### src/rtl/dispctl_pkg.sv
package dispctl_pkg;
   localparam int WORD_W = 16;

   localparam logic [WORD_W-1:0] OP_MAP       = 16'd0;
   localparam logic [WORD_W-1:0] OP_FONT_BASE = 16'd1;
   localparam logic [WORD_W-1:0] OP_PAL_BASE  = 16'd2;
   localparam logic [WORD_W-1:0] OP_FONT_DUMP = 16'd4;
   localparam logic [WORD_W-1:0] OP_PAL_DUMP  = 16'd5;

   typedef enum logic {CP_IDLE = 1'b0, CP_COPY = 1'b1} copy_state_t;

   // one 8-bit glyph column, indexed over the flat column stream
   function automatic logic [7:0] glyph_col(input logic [16:0] n);
      return n[7:0] ^ {8{n[8]}} ^ 8'hA5;
   endfunction

   function automatic logic [WORD_W-1:0] font_word(input logic [15:0] k);
      logic [16:0] n0;
      n0 = {k, 1'b0};
      return {glyph_col(n0), glyph_col(n0 | 17'd1)};
   endfunction

   function automatic logic [WORD_W-1:0] pal_word(input logic [3:0] i);
      logic [3:0] lo, r, g, b;
      lo = i[3] ? 4'h5 : 4'h0;
      r  = (i[2] ? 4'hA : 4'h0) + lo;
      g  = (i[1] ? 4'hA : 4'h0) + lo;
      b  = (i[0] ? 4'hA : 4'h0) + lo;
      return {4'h0, r, g, b};
   endfunction
endpackage

### src/rtl/dispctl_rom.sv
module dispctl_rom
   import dispctl_pkg::*;
#(
   parameter int IDX_W = 9
) (
   input  logic              sel_font,
   input  logic [IDX_W-1:0]  idx,
   output logic [WORD_W-1:0] word
);
   generate
      if (IDX_W > 16) begin : g_bad
         $error("dispctl_rom: IDX_W must not exceed 16");
      end
   endgenerate

   always_comb begin
      if (sel_font) word = font_word(16'(idx));
      else          word = pal_word(idx[3:0]);
   end
endmodule

### src/rtl/dispctl_powerup.sv
module dispctl_powerup #(
   parameter int NOM       = 100000,
   parameter int SPAN      = 20000,
   parameter logic [15:0] SEED = 16'hACE1
) (
   input  logic clk,
   input  logic rst_n,
   input  logic map_cmd,
   input  logic map_nonzero,
   input  logic vb_nonzero,
   output logic disp_enable
);
   localparam int CNT_W = $clog2(NOM + SPAN + 1);
   localparam int BASE  = NOM - SPAN / 2;

   generate
      if (SPAN / 2 > NOM) begin : g_bad_span
         $error("dispctl_powerup: SPAN/2 must not exceed NOM");
      end
      if (SPAN > 65535) begin : g_bad_wide
         $error("dispctl_powerup: SPAN must fit in 16 bits");
      end
   endgenerate

   logic [CNT_W-1:0] count;
   logic [CNT_W-1:0] delay;
   logic             activated;

   generate
      if (SPAN > 0) begin : g_jitter
         logic [15:0] lfsr;
         logic [15:0] jit;
         always_ff @(posedge clk) begin
            if (!rst_n) lfsr <= SEED;
            else        lfsr <= {1'b0, lfsr[15:1]} ^ (lfsr[0] ? 16'hB400 : 16'h0000);
         end
         assign jit   = lfsr % 16'(SPAN);
         assign delay = CNT_W'(BASE) + CNT_W'(jit);
      end else begin : g_fixed
         assign delay = CNT_W'(NOM);
      end
   endgenerate

   always_ff @(posedge clk) begin
      if (!rst_n) begin
         activated <= 1'b0;
         count     <= '0;
      end else if (map_cmd && map_nonzero && !activated) begin
         activated <= 1'b1;
         count     <= delay;
      end else if (count != '0) begin
         count <= count - 1'b1;
      end
   end

   assign disp_enable = activated && (count == '0) && vb_nonzero;


   countdown_step_chk: assert property (@(posedge clk) disable iff (!rst_n)
      (count != '0) |=> (count == $past(count) - 1'b1));

   activated_sticky_chk: assert property (@(posedge clk) disable iff (!rst_n)
      activated |=> activated);

   blank_in_warmup_chk: assert property (@(posedge clk) disable iff (!rst_n)
      disp_enable |-> (count == '0 && activated));
endmodule

### src/rtl/dispctl_copier.sv
module dispctl_copier
   import dispctl_pkg::*;
#(
   parameter int ADDR_W = 16,
   parameter int IDX_W  = 9
) (
   input  logic              clk,
   input  logic              rst_n,
   input  logic              start,
   input  logic              start_font,
   input  logic [ADDR_W-1:0] start_addr,
   input  logic [IDX_W-1:0]  start_len,
   output logic              busy,
   output logic              sel_font,
   output logic [IDX_W-1:0]  idx,
   output logic [ADDR_W-1:0] dst
);
   copy_state_t      state;
   logic [IDX_W-1:0] left;

   always_ff @(posedge clk) begin
      if (!rst_n) begin
         state    <= CP_IDLE;
         dst      <= '0;
         idx      <= '0;
         left     <= '0;
         sel_font <= 1'b0;
      end else begin
         case (state)
            CP_IDLE: if (start && start_len != '0) begin
               state    <= CP_COPY;
               dst      <= start_addr;
               idx      <= '0;
               left     <= start_len;
               sel_font <= start_font;
            end
            CP_COPY: begin
               dst  <= dst + 1'b1;
               idx  <= idx + 1'b1;
               left <= left - 1'b1;
               if (left == IDX_W'(1)) state <= CP_IDLE;
            end
            default: state <= CP_IDLE;
         endcase
      end
   end

   assign busy = (state == CP_COPY);


   addr_step_chk: assert property (@(posedge clk) disable iff (!rst_n)
      (busy && $past(busy)) |-> (dst == $past(dst) + 1'b1));

   copy_len_chk: assert property (@(posedge clk) disable iff (!rst_n)
      $rose(busy) |-> (left != '0 && idx == '0));
endmodule

### src/rtl/dispctl_stall.sv
module dispctl_stall #(
   parameter int IDX_W = 9
) (
   input  logic             clk,
   input  logic             rst_n,
   input  logic             charge,
   input  logic [IDX_W-1:0] amount,
   output logic             stall
);
   logic [IDX_W-1:0] cnt;

   always_ff @(posedge clk) begin
      if (!rst_n)               cnt <= '0;
      else if (charge)          cnt <= amount;
      else if (cnt != '0)       cnt <= cnt - 1'b1;
   end

   assign stall = (cnt != '0);


   stall_drain_chk: assert property (@(posedge clk) disable iff (!rst_n)
      (stall && !charge) |=> (cnt == $past(cnt) - 1'b1));
endmodule

### src/rtl/dispctl_cmd_engine.sv
module dispctl_cmd_engine
   import dispctl_pkg::*;
#(
   parameter int NOM        = 100000,
   parameter int SPAN       = 20000,
   parameter int FONT_WORDS = 256,
   parameter int PAL_WORDS  = 16,
   parameter logic [15:0] SEED = 16'hACE1
) (
   input  logic        clk,
   input  logic        rst_n,
   input  logic        cmd_valid,
   input  logic [15:0] cmd_op,
   input  logic [15:0] cmd_arg,
   output logic        ram_we,
   output logic [15:0] ram_addr,
   output logic [15:0] ram_wdata,
   output logic        cpu_stall,
   output logic        copy_busy,
   output logic        disp_enable,
   output logic [15:0] video_base,
   output logic [15:0] font_base,
   output logic [15:0] palette_base
);
   localparam int IDX_W = $clog2(FONT_WORDS + 1);

   generate
      if (PAL_WORDS > FONT_WORDS || PAL_WORDS > 16 || PAL_WORDS < 1) begin : g_bad_pal
         $error("dispctl_cmd_engine: PAL_WORDS must be 1..16 and not above FONT_WORDS");
      end
      if (FONT_WORDS < 1 || FONT_WORDS > 65535) begin : g_bad_font
         $error("dispctl_cmd_engine: FONT_WORDS out of range");
      end
   endgenerate

   logic             is_map, is_dump, is_font_dump, start;
   logic [IDX_W-1:0] dump_len;
   logic             sel_font;
   logic [IDX_W-1:0] idx;

   assign is_map       = cmd_valid && (cmd_op == OP_MAP);
   assign is_font_dump = (cmd_op == OP_FONT_DUMP);
   assign is_dump      = cmd_valid && (is_font_dump || cmd_op == OP_PAL_DUMP);
   assign start        = is_dump && !copy_busy;
   assign dump_len     = is_font_dump ? IDX_W'(FONT_WORDS) : IDX_W'(PAL_WORDS);

   always_ff @(posedge clk) begin
      if (!rst_n) begin
         video_base   <= '0;
         font_base    <= '0;
         palette_base <= '0;
      end else if (cmd_valid) begin
         case (cmd_op)
            OP_MAP:       video_base   <= cmd_arg;
            OP_FONT_BASE: font_base    <= cmd_arg;
            OP_PAL_BASE:  palette_base <= cmd_arg;
            default: ;
         endcase
      end
   end

   dispctl_powerup #(.NOM(NOM), .SPAN(SPAN), .SEED(SEED)) u_pwr (
      .clk         (clk),
      .rst_n       (rst_n),
      .map_cmd     (is_map),
      .map_nonzero (cmd_arg != 16'h0),
      .vb_nonzero  (video_base != 16'h0),
      .disp_enable (disp_enable)
   );

   dispctl_copier #(.ADDR_W(16), .IDX_W(IDX_W)) u_copy (
      .clk        (clk),
      .rst_n      (rst_n),
      .start      (start),
      .start_font (is_font_dump),
      .start_addr (cmd_arg),
      .start_len  (dump_len),
      .busy       (copy_busy),
      .sel_font   (sel_font),
      .idx        (idx),
      .dst        (ram_addr)
   );

   dispctl_rom #(.IDX_W(IDX_W)) u_rom (
      .sel_font (sel_font),
      .idx      (idx),
      .word     (ram_wdata)
   );

   dispctl_stall #(.IDX_W(IDX_W)) u_stall (
      .clk    (clk),
      .rst_n  (rst_n),
      .charge (start),
      .amount (dump_len),
      .stall  (cpu_stall)
   );

   assign ram_we = copy_busy;


   stall_busy_match_chk: assert property (@(posedge clk) disable iff (!rst_n)
      cpu_stall == copy_busy);

   dump_ignored_busy_chk: assert property (@(posedge clk) disable iff (!rst_n)
      (copy_busy && is_dump) |=> (ram_addr == $past(ram_addr) + 16'd1));

   blank_when_unmapped_chk: assert property (@(posedge clk) disable iff (!rst_n)
      (video_base == 16'h0) |-> !disp_enable);
endmodule

### config.mk
export PLATFORM = sky130hd
export DESIGN_NAME = dispctl_cmd_engine
export DESIGN_NICKNAME = d
export VERILOG_FILES = /design/src/rtl/dispctl_pkg.sv /design/src/rtl/dispctl_rom.sv /design/src/rtl/dispctl_powerup.sv /design/src/rtl/dispctl_copier.sv /design/src/rtl/dispctl_stall.sv /design/src/rtl/dispctl_cmd_engine.sv
export SDC_FILE = /design/constraint.sdc
export NUM_CORES = 1
export LEC_CHECK = 0
export BUFFER_PORTS_ARGS = -buffer_cell sky130_fd_sc_hd__clkbuf_2
export CORE_ASPECT_RATIO = 1.4
export CORE_MARGIN = 3
export CORE_UTILIZATION = 57
export DETAILED_ROUTE_END_ITERATION = 7
export GPL_TIMING_DRIVEN = 0
export PLACE_DENSITY = 0.83
export SYNTH_ARGS = -nofsm -noshare
export SYNTH_HDL_FRONTEND = slang
export SYNTH_HIERARCHICAL = 1
export SYNTH_SLANG_ARGS = --single-unit
### constraint.sdc
create_clock -name clk -period 4.9 [get_ports clk]
set_clock_uncertainty 0.1 [all_clocks]
set_input_delay 0.245 -clock clk [delete_from_list [all_inputs] [get_ports clk]]
set_output_delay 0.245 -clock clk [all_outputs]
set_load 0.05 [all_outputs]
# Word level (Yosys, flattened, before mapping)
# Cells that the tools add are included.
# op_classes
add_sub_neg,9
div_mod_pow,1
eq_ne,6
muxes,20
bitwise,6
n_reduce_logical,24
# op_table
operator,count
16-bit 2-to-1 mux,3
9-bit 2-to-1 mux,5
9-bit one-hot mux with 2 select lines,2
17-bit 2-to-1 mux,2
"16-bit by 3-bit == test with 1-bit output, second input constant",2
16-bit one-hot mux with 2 select lines,1
16-bit nonzero test,2
9-bit nonzero test,2
"9-bit by 1-bit subtractor with 9-bit output, second input constant",2
"17-bit by 16-bit adder with 17-bit output, first input constant",1
17-bit logical NOT,1
17-bit nonzero test,1
"17-bit by 1-bit subtractor with 17-bit output, second input constant",1
"16-bit by 1-bit adder with 16-bit output, second input constant",1
"16-bit by 1-bit == test with 1-bit output, second input constant",1
"16-bit by 2-bit == test with 1-bit output, second input constant",1
16-bit logical NOT,1
"16-bit by 15-bit modulo with 16-bit output, second input constant",1
15-bit by 16-bit XOR with 16-bit output,1
8-bit XOR,2
4-bit adder,3
4-bit 2-to-1 mux,3
"9-bit by 1-bit adder with 9-bit output, second input constant",1
"9-bit by 1-bit == test with 1-bit output, second input constant",1
other kinds (11),25
# word_totals
ff_bits,127
inputBits,35
output_inout_bits,84
elab_cells,78

# Longest topological paths before layout
# logic_depth
ltp_word,7
ltp_mapped,15
mapped_depth_nobuf,13

# By module
# The synthesis kept the hierarchy.
# by_module_without_submodules
mod,n_inst,cells_each,area_per_inst_um2,seq_area_each_um2
dispctl_powerup,1,323,2479.9,680.7
dispctl_copier,1,239,1979.4,720.7
dispctl_cmd_engine,1,199,1934.4,960.9
dispctl_stall,1,64,520.5,180.2
dispctl_rom,1,30,214.0,0.0

# Worst setup path before layout
# Ideal clock, no wire load.
# synth_timing
path_type,register to register
start,register u_pwr.g_jitter.lfsr[7]
end,register u_pwr.count[12]
setup_ps,136
arrival_ps,3213
required_time_ps,4664
slack_ps,1451
stages_incl_launch_ff,14
synth_period_minus_slack_ps,3449
cell_sequence,dfxtp_1 or4_4 a41oi_2 mux2_4 a211o_2 nand2_1 xnor2_1 ha_1 clkbuf_1 or2_2 a21oi_1 nand2_1 o21ai_0 a31oi_1
# synth_via
elab_chain_cells,3
# synth_lines
item,line_no,rtl
from (decl),dispctl_powerup.sv:31,logic [15:0] lfsr;
from (signal assigned),dispctl_powerup.sv:35,"else lfsr <= {1'b0, lfsr[15:1]} ^ (lfsr[0] ? 16'hB400 : 16'h0000);"
16-bit by 15-bit modulo with 16-bit output,dispctl_powerup.sv:37,assign jit = lfsr % 16'(SPAN);
17-bit by 16-bit adder with 17-bit output,dispctl_powerup.sv:38,assign delay = CNT_W'(BASE) + CNT_W'(jit);
17-bit 2-to-1 mux,dispctl_powerup.sv:48,end else if (map_cmd && map_nonzero && !activated) begin
to (signal assigned),dispctl_powerup.sv:50,count <= delay;
to (signal assigned),dispctl_powerup.sv:52,count <= count - 1'b1;
to (decl),dispctl_powerup.sv:25,logic [CNT_W-1:0] count;
# No other way between the ends.
# A chain may end at the register's enable or synchronous reset.

# Worst setup path in the final report
# layout_timing
start,register u_pwr.count[0]
end,output port disp_enable
# layout_via
elab_chain_cells,3
# layout_lines
item,line_no,rtl
17-bit logical NOT,dispctl_powerup.sv:56,assign disp_enable = activated && (count == '0) && vb_nonzero;
1-bit logical AND (2 in series),dispctl_powerup.sv:56,
to (decl),dispctl_cmd_engine.sv:20,"output logic disp_enable,"
# No other way between the ends.

==> impl_metrics.yaml <==
worst_hold_path:
  hold_class: "in -> reg"
  holdPathEnd: "u_copy/dst[11]"
  min_path_cells: 3
  hp-start: "cmd_arg[11]"
sta:
  rsz0062_at_grt: "false"
  period_needed_ps: 4011
  hold_violations: 0
  relSlewSlack_pct: 38.20
  tightest_slew_ps: 919.9
  period_share_pct: 81.86
  finalSetupViolCount: 0
  finalSetupTns_ps: 0
  timing.fmax_mhz: 249.3
  drv_slew: 0
detailed_routing:
  routed-via-count: 7099
  vias_per_cell: 6.031
  drt_iter0_drc: 438
  firstDrtPassIters: 6
  ant_nets: 0
  drt_wl_total_mm: 20.39
  routedWlPerCell_um: 17.32
  remaining_drc_errors: 0
worst_setup_path:
  crit_fanout: 10
  path_cells: "inv_1 -> ha_1 -> nor4b_1 -> nand2_1 -> or2_2 -> nor3b_1 -> nand2_1 -> nor2_1 -> clkbuf_1 -> and3_1 -> clkbuf_2"
  reg2reg_depth: 14
  worst_path_max_delay_cell: "nor4b_1"
  cp_common_cell: "nand2_1"
  reg2reg_from: "u_pwr/g_jitter.lfsr[9]"
  end_kind: "output pin"
  cp_num_buf_inv: 3
  startpoint_type: "flop"
  cp.required_ps: 4550
  reg2reg_slack_ps: 980
  slowest_delay_ps: 530
  crit_type: "reg -> out"
  critical_path_arrival_ps: 3670
  cp_top_family: "simple AND/OR/NAND/NOR gates"
  r2r_end: "u_pwr/count[12]"
die:
  die_area_sq_um: 13820
  start_util_pct: 59.06
  fp-row-count: 47
  num_io_pins: 119
  die_y_um: 137.9
  die_x_um: 100.2
  coreArea_sq_um: 12000
synth:
  syn_inst: 850
  syn_area_sq_um: 7086
  synth.avg_cell_area_sq_um: 8.336
  yosysWarnings: 6
clock_network:
  postCtsHoldBufs: 0
  clockBufferDepth: 2
  cts-root-buf: "clkbuf_16"
  cts_max_level: 4
  cts-resized-gates: 0
  clk_latency_ps: 410
  cts_made_buffers: 17
  post_cts_buffers: 0
  cts.clk_slew.worst_paths_ps: 60
  cts_tree: "built"
  clock-sinks: 126
place:
  dpl.hpwl_mm: 15.16
  port_buffers: 118
  globalplace.congestion: 0.9681
final_layout:
  drive_above_1_share_pct: 20.29
  post-route-util_pct: 71.41
  multi_input_area_sq_um: 4375
  fin_nets: 1059
  layout.area.seq_sq_um: 2522
  diodes: 0
  areaGrowthSynthToFinish_pct: 20.91
  final.fill_count: 973
grt:
  grt_pass1_vias: 6615
  grt_max_degree: 17
  grt_overflow: 0
  antenna_found_initial: 1
  grt_usage_pct: 29.17
  grt_pass1_wl_mm: 32.06
power:
  pwr-share-clk_pct: 38.9
  pwr-share-seq_pct: 36.3
  power_switching_mw: 1.061
  ir_drop_v: 0.0002218
  pwr-share-comb_pct: 24.8
  internal_power_mw: 2.167
  power.density_nw_per_um2: 376.8
  swShare_pct: 32.86
  p_leak_nw: 3.508
run:
  maxCapViolCount: 0
outcome:
  status: "completed"
## worst max-delay path by stage
stage	start	to	slack (ps)	depth (start not counted)
global placement	u_pwr/g_jitter.lfsr[9]	u_pwr/count[12]	1060	14
global route	u_pwr/count[0]	disp_enable	520	11
finish	u_pwr/count[0]	disp_enable	890	11
CTS	u_pwr/count[0]	disp_enable	880	11
detailed placement	u_pwr/g_jitter.lfsr[9]	u_pwr/count[12]	1040	14
floorplan	u_pwr/g_jitter.lfsr[7]	u_pwr/count[12]	1450	13
## placed cells by master (no fill, tap or decap), types with 6 or more instances in the layout
| cell | count |
|---|---|
| o21ai_0 | 32 |
| ha_1 | 7 |
| mux2i_1 | 51 |
| inv_1 | 21 |
| and3_1 | 10 |
| nand4_1 | 12 |
| buf_4 | 6 |
| xnor2_1 | 34 |
| nor2_1 | 45 |
| and2_1 | 15 |
| nor2b_1 | 10 |
| a22oi_1 | 7 |
| o21a_1 | 6 |
| nand2b_1 | 14 |
| a31oi_1 | 14 |
| or2_2 | 12 |
| nor3_1 | 21 |
| inv_6 | 6 |
| nand3_1 | 40 |
| nand2_1 | 127 |
| clkbuf_16 | 17 |
| o22ai_1 | 7 |
| conb_1 | 31 |
| clkbuf_2 | 119 |
| or3_1 | 9 |
| clkbuf_1 | 31 |
| xor2_1 | 17 |
| dfxtp_1 | 126 |
| nor4_1 | 18 |
| a21oi_1 | 45 |
## layer usage
layer / track usage [%] / share of wire [%] / up-vias
met5: 0 / 0.064 / -
met2: 52.54 / 52 / 306
met1: 31.72 / 37 / 3350
met4: 16.93 / 4.5 / 2
li1: - / - / 3367
met3: 5.234 / 6.1 / 74
## through the flow
step	cells	total power, mW	setup WS (ps)	hold slack [ps]	instance area [sq um]
after floorplan	880	1.813	1451	291.3	7198
after global placement	1145	1.959	1056	323.6	7973
after detailed placement	1145	1.977	1041	347.1	7973
after CTS	1177	3.238	881.4	20.60	8567
after global routing	1177	3.394	518.7	66.50	8567
final	1177	3.228	888.9	68.08	8567
## registers in the layout, indices dropped and copies added, names as in the netlist, 8 cells and up
signal / flops
font_base: 16
palette_base: 16
u_copy/dst: 16
u_copy/idx: 8
u_copy/left: 9
u_pwr/count: 17
u_pwr/g_jitter.lfsr: 16
u_stall/cnt: 9
video_base: 16
## cell type report
type,instances,share of cell area (%)
plain buffers,46,2.541
clock buffers,17,4.966
clock inverters,15,1.972
inverters,22,0.9639
multi-input cells,686,51.07
flip-flops and latches,126,29.44
well taps,147,2.147
repair buffers,118,6.894
## power by group through the flow
stage | Clock, mW | Combinational (mW) | Sequential (mW)
after floorplan | 0 | 0.637 | 1.18
after global placement | 0 | 0.771 | 1.19
after detailed placement | 0 | 0.786 | 1.19
after CTS | 1.27 | 0.798 | 1.17
after global routing | 1.31 | 0.903 | 1.18
final | 1.26 | 0.800 | 1.17
## worst min-delay path, delay by kind of cell
family	cells	cell delay [ps]
simple gates	2	160
buf+inv	1	120
No activity file was read; power rests on OpenSTA's default activity.
